## config.mk

```make
export PLATFORM = sky130hd
export DESIGN_NAME = can_tx_abort_ctrl
export DESIGN_NICKNAME = d
export VERILOG_FILES = /design/src/rtl/can_abort_pkg.sv /design/src/rtl/can_tx_inflight.sv /design/src/rtl/can_mb_cell.sv /design/src/rtl/can_tx_abort_ctrl.sv
export SDC_FILE = /design/constraint.sdc
export NUM_CORES = 1
export LEC_CHECK = 0
export ABC_CLOCK_PERIOD_IN_PS = 2200
export BUFFER_PORTS_ARGS = -buffer_cell sky130_fd_sc_hd__buf_2
export CAP_MARGIN = 20
export CORE_MARGIN = 2
export CORE_UTILIZATION = 50
export DETAILED_ROUTE_END_ITERATION = 6
export PLACE_DENSITY = 0.83
export SLEW_MARGIN = 20
export SYNTH_ARGS = -nofsm -noshare
export SYNTH_HDL_FRONTEND = slang
export SYNTH_SLANG_ARGS = --single-unit
```

## constraint.sdc

```tcl
create_clock -name clk_i -period 2.2 [get_ports clk_i]
set_clock_uncertainty 0.1 [all_clocks]
set_input_delay 0.11 -clock clk_i [delete_from_list [all_inputs] [get_ports clk_i]]
set_output_delay 0.11 -clock clk_i [all_outputs]
set_load 0.005 [all_outputs]
```

## src/rtl/can_abort_pkg.sv

```systemverilog
package can_abort_pkg;
  typedef logic [3:0] mb_code_t;
  localparam mb_code_t CODE_INACTIVE = 4'b1000;
  localparam mb_code_t CODE_ACTIVE   = 4'b1100;
  localparam mb_code_t CODE_ABORT    = 4'b1001;
endpackage

```

## src/rtl/can_tx_inflight.sv

```systemverilog
module can_tx_inflight #(
  parameter int NUM_MB = 16,
  parameter int IDX_W  = 4
) (
  input  logic             clk_i,
  input  logic             rst_ni,
  input  logic             load_i,
  input  logic [IDX_W-1:0] load_idx_i,
  input  logic             load_ok_i,
  input  logic             done_i,
  input  logic             fail_i,
  input  logic             freeze_i,
  input  logic             pend_busy_i,
  output logic             busy_o,
  output logic [IDX_W-1:0] idx_o,
  output logic             accept_o
);
  logic end_now;

  assign accept_o = load_i && !busy_o && load_ok_i;
  assign end_now  = busy_o && (done_i || fail_i || (freeze_i && pend_busy_i));

  always_ff @(posedge clk_i or negedge rst_ni) begin
    if (!rst_ni) begin
      busy_o <= 1'b0;
      idx_o  <= '0;
    end else if (accept_o) begin
      busy_o <= 1'b1;
      idx_o  <= load_idx_i;
    end else if (end_now) begin
      busy_o <= 1'b0;
    end
  end
endmodule

```

## src/rtl/can_mb_cell.sv

```systemverilog
module can_mb_cell
  import can_abort_pkg::*;
(
  input  logic     clk_i,
  input  logic     rst_ni,
  input  logic     abort_en_i,
  input  logic     wr_i,
  input  mb_code_t wr_code_i,
  input  logic     inflight_i,
  input  logic     sel_i,
  input  logic     done_i,
  input  logic     fail_i,
  input  logic     freeze_i,
  input  logic     clr_i,
  output mb_code_t code_o,
  output logic     flag_o,
  output logic     pend_o
);
  mb_code_t code_d;
  logic     pend_d, set_flag;

  always_comb begin
    code_d   = code_o;
    pend_d   = pend_o;
    set_flag = 1'b0;
    if (sel_i && done_i) begin
      code_d   = CODE_INACTIVE;
      pend_d   = 1'b0;
      set_flag = 1'b1;
    end else if (sel_i && pend_o && (fail_i || freeze_i)) begin
      code_d   = CODE_ABORT;
      pend_d   = 1'b0;
      set_flag = 1'b1;
    end else if (wr_i) begin
      if (inflight_i) begin
        // blocked; capture only if transmission continues
        if (abort_en_i && wr_code_i == CODE_ABORT && !(sel_i && fail_i))
          pend_d = 1'b1;
      end else begin
        code_d = wr_code_i;
      end
    end
  end

  always_ff @(posedge clk_i or negedge rst_ni) begin
    if (!rst_ni) begin
      code_o <= CODE_INACTIVE;
      pend_o <= 1'b0;
      flag_o <= 1'b0;
    end else begin
      code_o <= code_d;
      pend_o <= pend_d;
      flag_o <= set_flag | (flag_o & ~clr_i);
    end
  end
endmodule

```

## src/rtl/can_tx_abort_ctrl.sv

```systemverilog
module can_tx_abort_ctrl
  import can_abort_pkg::*;
#(
  parameter int NUM_MB = 16,
  localparam int IDX_W = (NUM_MB > 1) ? $clog2(NUM_MB) : 1
) (
  input  logic                clk_i,
  input  logic                rst_ni,
  input  logic                abort_en_i,
  input  logic                cpu_wr_i,
  input  logic [IDX_W-1:0]    cpu_addr_i,
  input  logic [3:0]          cpu_code_i,
  input  logic [NUM_MB-1:0]   flag_clr_i,
  input  logic [NUM_MB-1:0]   irq_en_i,
  input  logic                eng_load_i,
  input  logic [IDX_W-1:0]    eng_load_idx_i,
  input  logic                eng_done_i,
  input  logic                eng_arb_lost_i,
  input  logic                eng_err_i,
  input  logic                freeze_i,
  output logic [4*NUM_MB-1:0] code_o,
  output logic [NUM_MB-1:0]   flag_o,
  output logic                irq_o
);
  mb_code_t          code_arr [NUM_MB];
  logic [NUM_MB-1:0] pend_vec, flag_vec;
  logic              busy, accept;
  logic [IDX_W-1:0]  busy_idx;
  logic              load_ok, pend_busy, fail;

  assign fail      = eng_arb_lost_i | eng_err_i;
  assign load_ok   = (code_arr[eng_load_idx_i] == CODE_ACTIVE);
  assign pend_busy = pend_vec[busy_idx];

  can_tx_inflight #(.NUM_MB(NUM_MB), .IDX_W(IDX_W)) u_inflight (
    .clk_i       (clk_i),
    .rst_ni      (rst_ni),
    .load_i      (eng_load_i),
    .load_idx_i  (eng_load_idx_i),
    .load_ok_i   (load_ok),
    .done_i      (eng_done_i),
    .fail_i      (fail),
    .freeze_i    (freeze_i),
    .pend_busy_i (pend_busy),
    .busy_o      (busy),
    .idx_o       (busy_idx),
    .accept_o    (accept)
  );

  for (genvar i = 0; i < NUM_MB; i++) begin : g_mb
    logic sel, load_hit;
    assign sel      = busy && (busy_idx == IDX_W'(i));
    assign load_hit = accept && (eng_load_idx_i == IDX_W'(i));

    can_mb_cell u_cell (
      .clk_i      (clk_i),
      .rst_ni     (rst_ni),
      .abort_en_i (abort_en_i),
      .wr_i       (cpu_wr_i && (cpu_addr_i == IDX_W'(i))),
      .wr_code_i  (cpu_code_i),
      .inflight_i (sel | load_hit),
      .sel_i      (sel),
      .done_i     (eng_done_i),
      .fail_i     (fail),
      .freeze_i   (freeze_i),
      .clr_i      (flag_clr_i[i]),
      .code_o     (code_arr[i]),
      .flag_o     (flag_vec[i]),
      .pend_o     (pend_vec[i])
    );
    assign code_o[4*i +: 4] = code_arr[i];
  end

  assign flag_o = flag_vec;
  assign irq_o  = |(flag_vec & irq_en_i);
endmodule

```

### Yosys cells after proc, flatten, opt, wreduce, memory -nomap -nowiden

Cells that the tools add are included.

| operators by class | value |
|---|---|
| $lt $le $gt $ge | 2 |
| equal/unequal tests | 63 |
| muxes and demuxes | 183 |
| bitwise operators | 67 |
| reduce and logical (&&, ||, !) cells | 238 |

Operators with widths:

| operator | number |
|---|---|
| 4-bit 2-to-1 mux | 66 |
| 3-bit nonzero test | 48 |
| 1-bit logical AND | 133 |
| 1-bit 2-to-1 mux | 115 |
| 4-bit equality test, second input constant | 26 |
| 4-bit by 3-bit equality test with 1-bit output, second input constant | 12 |
| 3-bit != test, second input constant | 16 |
| 3-bit AND reduction | 16 |
| 1-bit bitwise OR | 33 |
| 2-bit AND reduction | 16 |
| 4-bit by 2-bit equality test with 1-bit output, second input constant | 6 |
| 1-bit zero test | 17 |
| 1-bit AND | 16 |
| 16-bit AND | 1 |
| 4-bit binary-select mux with 4-bit select | 1 |
| 1-bit inverter | 16 |
| 16-bit OR reduction | 1 |
| 4-bit by 1-bit equality test with 1-bit output, second input constant | 3 |
| 4-bit zero test | 3 |
| 5-bit >= comparator, second input constant | 1 |
| 4-bit by 5-bit less-than comparator with 1-bit output, second input constant | 1 |
| 4-bit inverter with 5-bit output | 1 |
| 1-bit binary-select mux with 4-bit select | 1 |
| 1-bit logical OR | 3 |
| 2-bit nonzero test | 1 |

| word-level totals | value |
|---|---|
| register bits | 101 |
| input bits | 53 |
| output and inout bits | 81 |
| logic and storage cells | 603 |

### Depth between registers and ports, before layout

| logic depth | value |
|---|---|
| depth in word-level cells | 12 |
| mapped depth | 12 |

### Modules after synthesis

Synthesis repeated with hierarchy kept, for this count alone.

| second synthesis, totals | value |
|---|---|
| cell total of the unflattened synthesis | 584 |
| area total of the unflattened synthesis | 5,923.2 um^2 |

Modules (own cells, without submodules):

| module | instances | cells each | area each (um^2) | sequential area each (um^2) |
|---|---|---|---|---|
| can_mb_cell | 16 | 26 | 286.5 | 151.4 |
| can_tx_abort_ctrl | 1 | 154 | 1,112.3 | 0.0 |
| can_tx_inflight | 1 | 14 | 226.5 | 125.1 |

### Worst setup path after synthesis

OpenSTA, ideal clock, no wires.

| timing path | value |
|---|---|
| path kind | register to register |
| from | register g_mb[7].u_cell.code_o[1] |
| to | register g_mb[12].u_cell.code_o[0] |
| library setup time | 126 ps |
| data arrival time | 2,235 ps |
| data required time | 1,974 ps |
| path slack | -261 ps |
| stages on the path, launching flop included | 8 |
| buffers on the path | 1 |
| period minus slack after synthesis | 2,461 ps |
| cell sequence | dfrtp_1 -> mux4_2 -> a32o_1 -> nor4_4 -> and3_1 -> buf_6 -> a21oi_2 -> a221o_1 |

| on the way | value |
|---|---|
| longest elaborated chain between the ends | 9 |

Ends and longest elaborated chain:

| element | line | text |
|---|---|---|
| start, declared | can_mb_cell.sv:15 | `output mb_code_t code_o,` |
| start signal, assigned | can_mb_cell.sv:51 | `code_o <= code_d;` |
| 4-bit binary-select mux with 4-bit select | can_tx_abort_ctrl.sv:32 | `assign load_ok = (code_arr[eng_load_idx_i] == CODE_ACTIVE);` |
| 4-bit 2-to-1 mux (implied by the code) (2 in a row) | can_tx_abort_ctrl.sv:32 |  |
| 4-bit equality test | can_tx_abort_ctrl.sv:32 |  |
| 1-bit logical AND | can_tx_inflight.sv:20 | `assign accept_o = load_i && !busy_o && load_ok_i;` |
| 1-bit logical AND | can_tx_abort_ctrl.sv:53 | `assign load_hit = accept && (eng_load_idx_i == IDX_W'(i));` |
| 1-bit bitwise OR | can_tx_abort_ctrl.sv:61 | `.inflight_i (sel \| load_hit),` |
| 3-bit != test (no source line) | -- |  |
| 2-bit AND reduction (no source line) | -- |  |
| end signal, assigned | can_mb_cell.sv:51 |  |
| end, declared | can_mb_cell.sv:15 |  |

No other way between the ends. The select of a mux whose other input is x is not followed.
A chain may end at the register's enable or synchronous reset.

### Final worst setup path

| timing path | value |
|---|---|
| from | register g_mb[7].u_cell.code_o[1] |
| to | register g_mb[13].u_cell.code_o[3] |

| on the way | value |
|---|---|
| longest elaborated chain between the ends | 9 |

Ends and longest elaborated chain:

| element | line |
|---|---|
| 4-bit binary-select mux with 4-bit select | can_tx_abort_ctrl.sv:32 |
| 4-bit 2-to-1 mux (implied by the code) (2 in a row) | can_tx_abort_ctrl.sv:32 |
| 4-bit equality test | can_tx_abort_ctrl.sv:32 |
| 1-bit logical AND | can_tx_inflight.sv:20 |
| 1-bit logical AND | can_tx_abort_ctrl.sv:53 |
| 1-bit bitwise OR | can_tx_abort_ctrl.sv:61 |
| 3-bit != test (no source line) | -- |
| 2-bit AND reduction (no source line) | -- |
| end signal, assigned | can_mb_cell.sv:51 |
| end, declared | can_mb_cell.sv:15 |

No other way between the ends. The select of a mux whose other input is x is not followed.

==> flow_metrics.tcl <==
set metrics [dict create \
    met1Wirelength_um 9283 \
    start_util 0.5171 \
    worst_slew_margin_rel 0.4747 \
    yosys.area.top_type "dfrtp_1" \
    worst-path-max-fanout 6 \
    hp-class "in -> reg" \
    wl_um 26140 \
    layout_min_cycle_time_ns 2.619 \
    fin_util 0.7707 \
    drv_cap 0 \
    fill_cells 708 \
    fin_ws_ns -0.4190 \
    synth_area_um2 5981 \
    fp-row-count 39 \
    syn_area_per_cell_um2 9.230 \
    tritoncts "built" \
    r2r-end "g_mb[13].u_cell.code_o[3]" \
    hp-start "eng_load_idx_i[2]" \
    worstPathRequired_ns 2.38 \
    synth_top_cell_area_share 0.3556 \
    vias_per_cell 6.547 \
    grt_pass1_vias 6772 \
    fmax_ghz 0.3818 \
    core_um2 11560 \
    route.met3.wl_um 3093 \
    path_class "reg -> reg" \
    cts_buffer_depth 2 \
    hold_viol_final 0 \
    synth.net_count 701 \
    dr.pass1.iters 6 \
    overflow 0 \
    die_area_um2 12850 \
    layout-drive-gt1-share 0.4876 \
    clock-sinks 101 \
    syn_to_final_growth_pct 49.04 \
    syn_inst 648 \
    clk_pin_slew_ns 0.07 \
    gp_congestion 0.9924 \
    rsz0062_at_grt "yes" \
    drc_errors 0 \
    reg2reg_depth 10 \
    synth.distinct_cells 61 \
    regToRegSetupSlack_ns -0.42 \
    top_layer "met4" \
    synth_edf_count 0 \
    cts_root_buf "clkbuf_16" \
    async_flop_share 1.000 \
    final_cell_area_um2 8914 \
    vdd_drop_max_mv 0.6714 \
    p_leak_nw 4.168 \
    ys.flop_type "dfrtp_1" \
    hold_depth 3 \
    ys_seq_area_frac 0.4259 \
    dieWidth_um 113.4 \
    start_kind "register" \
    synth-seq-cells 101 \
    htree_levels 3 \
    r2r_start "g_mb[7].u_cell.code_o[1]" \
    outcome "finished with violations" \
    antenna_found_initial 0 \
    antenna_cells 0 \
    final.period_utilization 1.190 \
    cp.arrival_ns 2.80 \
    die_height_um 113.4 \
    hpwlAfterDp_um 17520 \
    place_area_um2 7742 \
    portBuffers 133 \
    num_io_pins 134 \
    p_per_area_nw_per_um2 770.4 \
    fin_nets 977 \
    tns_ns -23.14 \
    cts_buffers 9 \
    worst_pin_slew_ns 0.7880 \
    met2_length_um 12200 \
    end_kind "register" \
    drv_slew 0 \
    violations "setup timing" \
    clkLatencyLatePin_ns 0.37 \
    min_to "g_mb[5].u_cell.code_o[0]" \
    synthTopCellsByArea "dfrtp_1, dfstp_2, nand2_1" \
    ant_nets 0 \
    grt_pass1_wl_um 37450 \
    grtUsageTotal 0.3833 \
    post_drt_wl_per_cell_um 24.38 \
    setup_viol 85 \
    drt_iter0_markers 971 \
    vias 7018 \
    yosysWarnings 0 \
    grt_max_degree 55 \
]
-- synthesized netlist by cell type (all sizes together) (2+ instances only) --
library cell and instances:
a21o 8, and3 10, nor4 5, nor3 14
o21ai 64, o21a 8, nor3b 8, a31oi 8
dfstp 16, or2 5, nand2b 16, nor4b 3
nand4 4, nand2 106, nor2b 16, a211oi 6
inv 24, nand3 16, nand3b 6, buf 27
a32oi 6, and2 9, a22o 4, a21boi 3
nor2 45, o211ai 3, mux2i 12, mux2 7
a21oi 32, dfrtp 85, or3 7, a221oi 12
clkbuf 21, nand4b 2, mux4 17, a22oi 3
-- sequential cells by signal, summed over array words and instances (netlist names) --
register / cells
g_mb.u_cell.code_o: 64
u_inflight.idx_o: 4
u_inflight.busy_o: 1
g_mb.u_cell.flag_o: 16
g_mb.u_cell.pend_o: 16
-- routing by layer --
metal | vias to the layer above | track usage
met5 | - | 0
met4 | 0 | 0.1707
met3 | 167 | 0.08820
met2 | 609 | 0.6240
met1 | 3382 | 0.4925
li1 | 2860 | -
-- timing repair --
action	CTS	global route
pin swaps	10	30
setup endpoints to repair	82	87
gates cloned	0	0
resized for setup	27	135
buffers inserted	4	8
hold buffers	19	0
hold endpoints to repair	89	0
-- kinds of logic (layout without fill, tap and decap cells) --
family,count (synthesis),in the layout,synth area share
buffers and inverters,72,353,0.06213
AND/OR/NAND/NOR,275,275,0.2310
AO/OA/AOI/OAI,164,164,0.1837
multiplexers,36,36,0.09728
flip-flops,101,101,0.4259
-- worst max-delay path by stage --
| stage | startpoint | to | slack (ns) |
|---|---|---|---|
| final | g_mb[7].u_cell.code_o[1] | g_mb[13].u_cell.code_o[3] | -0.42 |
| after global routing | g_mb[4].u_cell.code_o[1] | g_mb[13].u_cell.code_o[3] | -0.47 |
| after CTS | g_mb[7].u_cell.code_o[1] | g_mb[15].u_cell.code_o[0] | -0.26 |
| after detailed placement | eng_load_idx_i[0] | g_mb[15].u_cell.code_o[0] | -0.32 |
| after global placement | eng_load_idx_i[0] | g_mb[15].u_cell.code_o[0] | -0.27 |
| after floorplan | g_mb[7].u_cell.code_o[1] | g_mb[1].u_cell.code_o[3] | -0.08 |
-- worst max-delay path, stage by stage (launching register included) --
cell	delay, ns
dfrtp_1	0.42
mux4_2	0.49
a32o_2	0.26
nor4_4	0.15
buf_4	0.16
nand3_4	0.15
buf_12	0.17
o21ai_4	0.22
buf_12	0.17
nor2_4	0.03
a31oi_1	0.18
-- power by group --
group / switching (W) / internal (W) / total (W)
Sequential: 0.000370 / 0.00225 / 0.00262
Clock: 0.000787 / 0.000931 / 0.00172
Combinational: 0.00122 / 0.00131 / 0.00253
Total: 0.00238 / 0.00449 / 0.00687
-- per-stage QoR --
stage | total power (W) | hold WS (ns) | std cells | setup WS [ns]
floorplan | 0.003373 | -0.2856 | 648 | -0.07822
global placement | 0.004612 | -0.04701 | 1027 | -0.2749
detailed placement | 0.004689 | -0.04603 | 1027 | -0.3156
CTS | 0.006482 | 0.04213 | 1064 | -0.2558
global route | 0.007073 | 0.06353 | 1072 | -0.4691
finish | 0.006867 | 0.06217 | 1072 | -0.4190
-- final cells by class --
class,count,area (µm²),share of cell area
inverter,24,90.09,0.01011
multi-input combinational,475,3552,0.3985
clock inverter,5,67.56,0.007580
timing repair buffer,313,2235,0.2507
sequential,101,2547,0.2858
tap,143,178.9,0.02007
clock buffer,11,242.7,0.02723
-- placed cells by master, fill, tap and decap left out, types with 6 or more instances in the layout --
cell,instances
buf_4,136
a31oi_1,6
buf_6,18
nor3_1,11
mux2i_1,12
a32oi_1,6
dfstp_2,16
a21oi_1,11
o21ai_2,16
nand2_2,13
a21oi_4,7
and3_1,9
or3_1,7
clkbuf_16,9
nand2_1,88
o21ai_0,30
o21ai_1,14
a21o_1,8
mux4_2,17
inv_1,24
dfrtp_1,85
a221oi_1,7
o21a_1,8
dlygate4sd3_1,19
buf_2,132
nand3_1,11
nand2b_1,15
nor2b_1,16
nor2_1,38
and2_1,9
buf_12,8
a21oi_2,14
nand3b_1,6
Note: power is estimated with default switching activity, not from simulation.
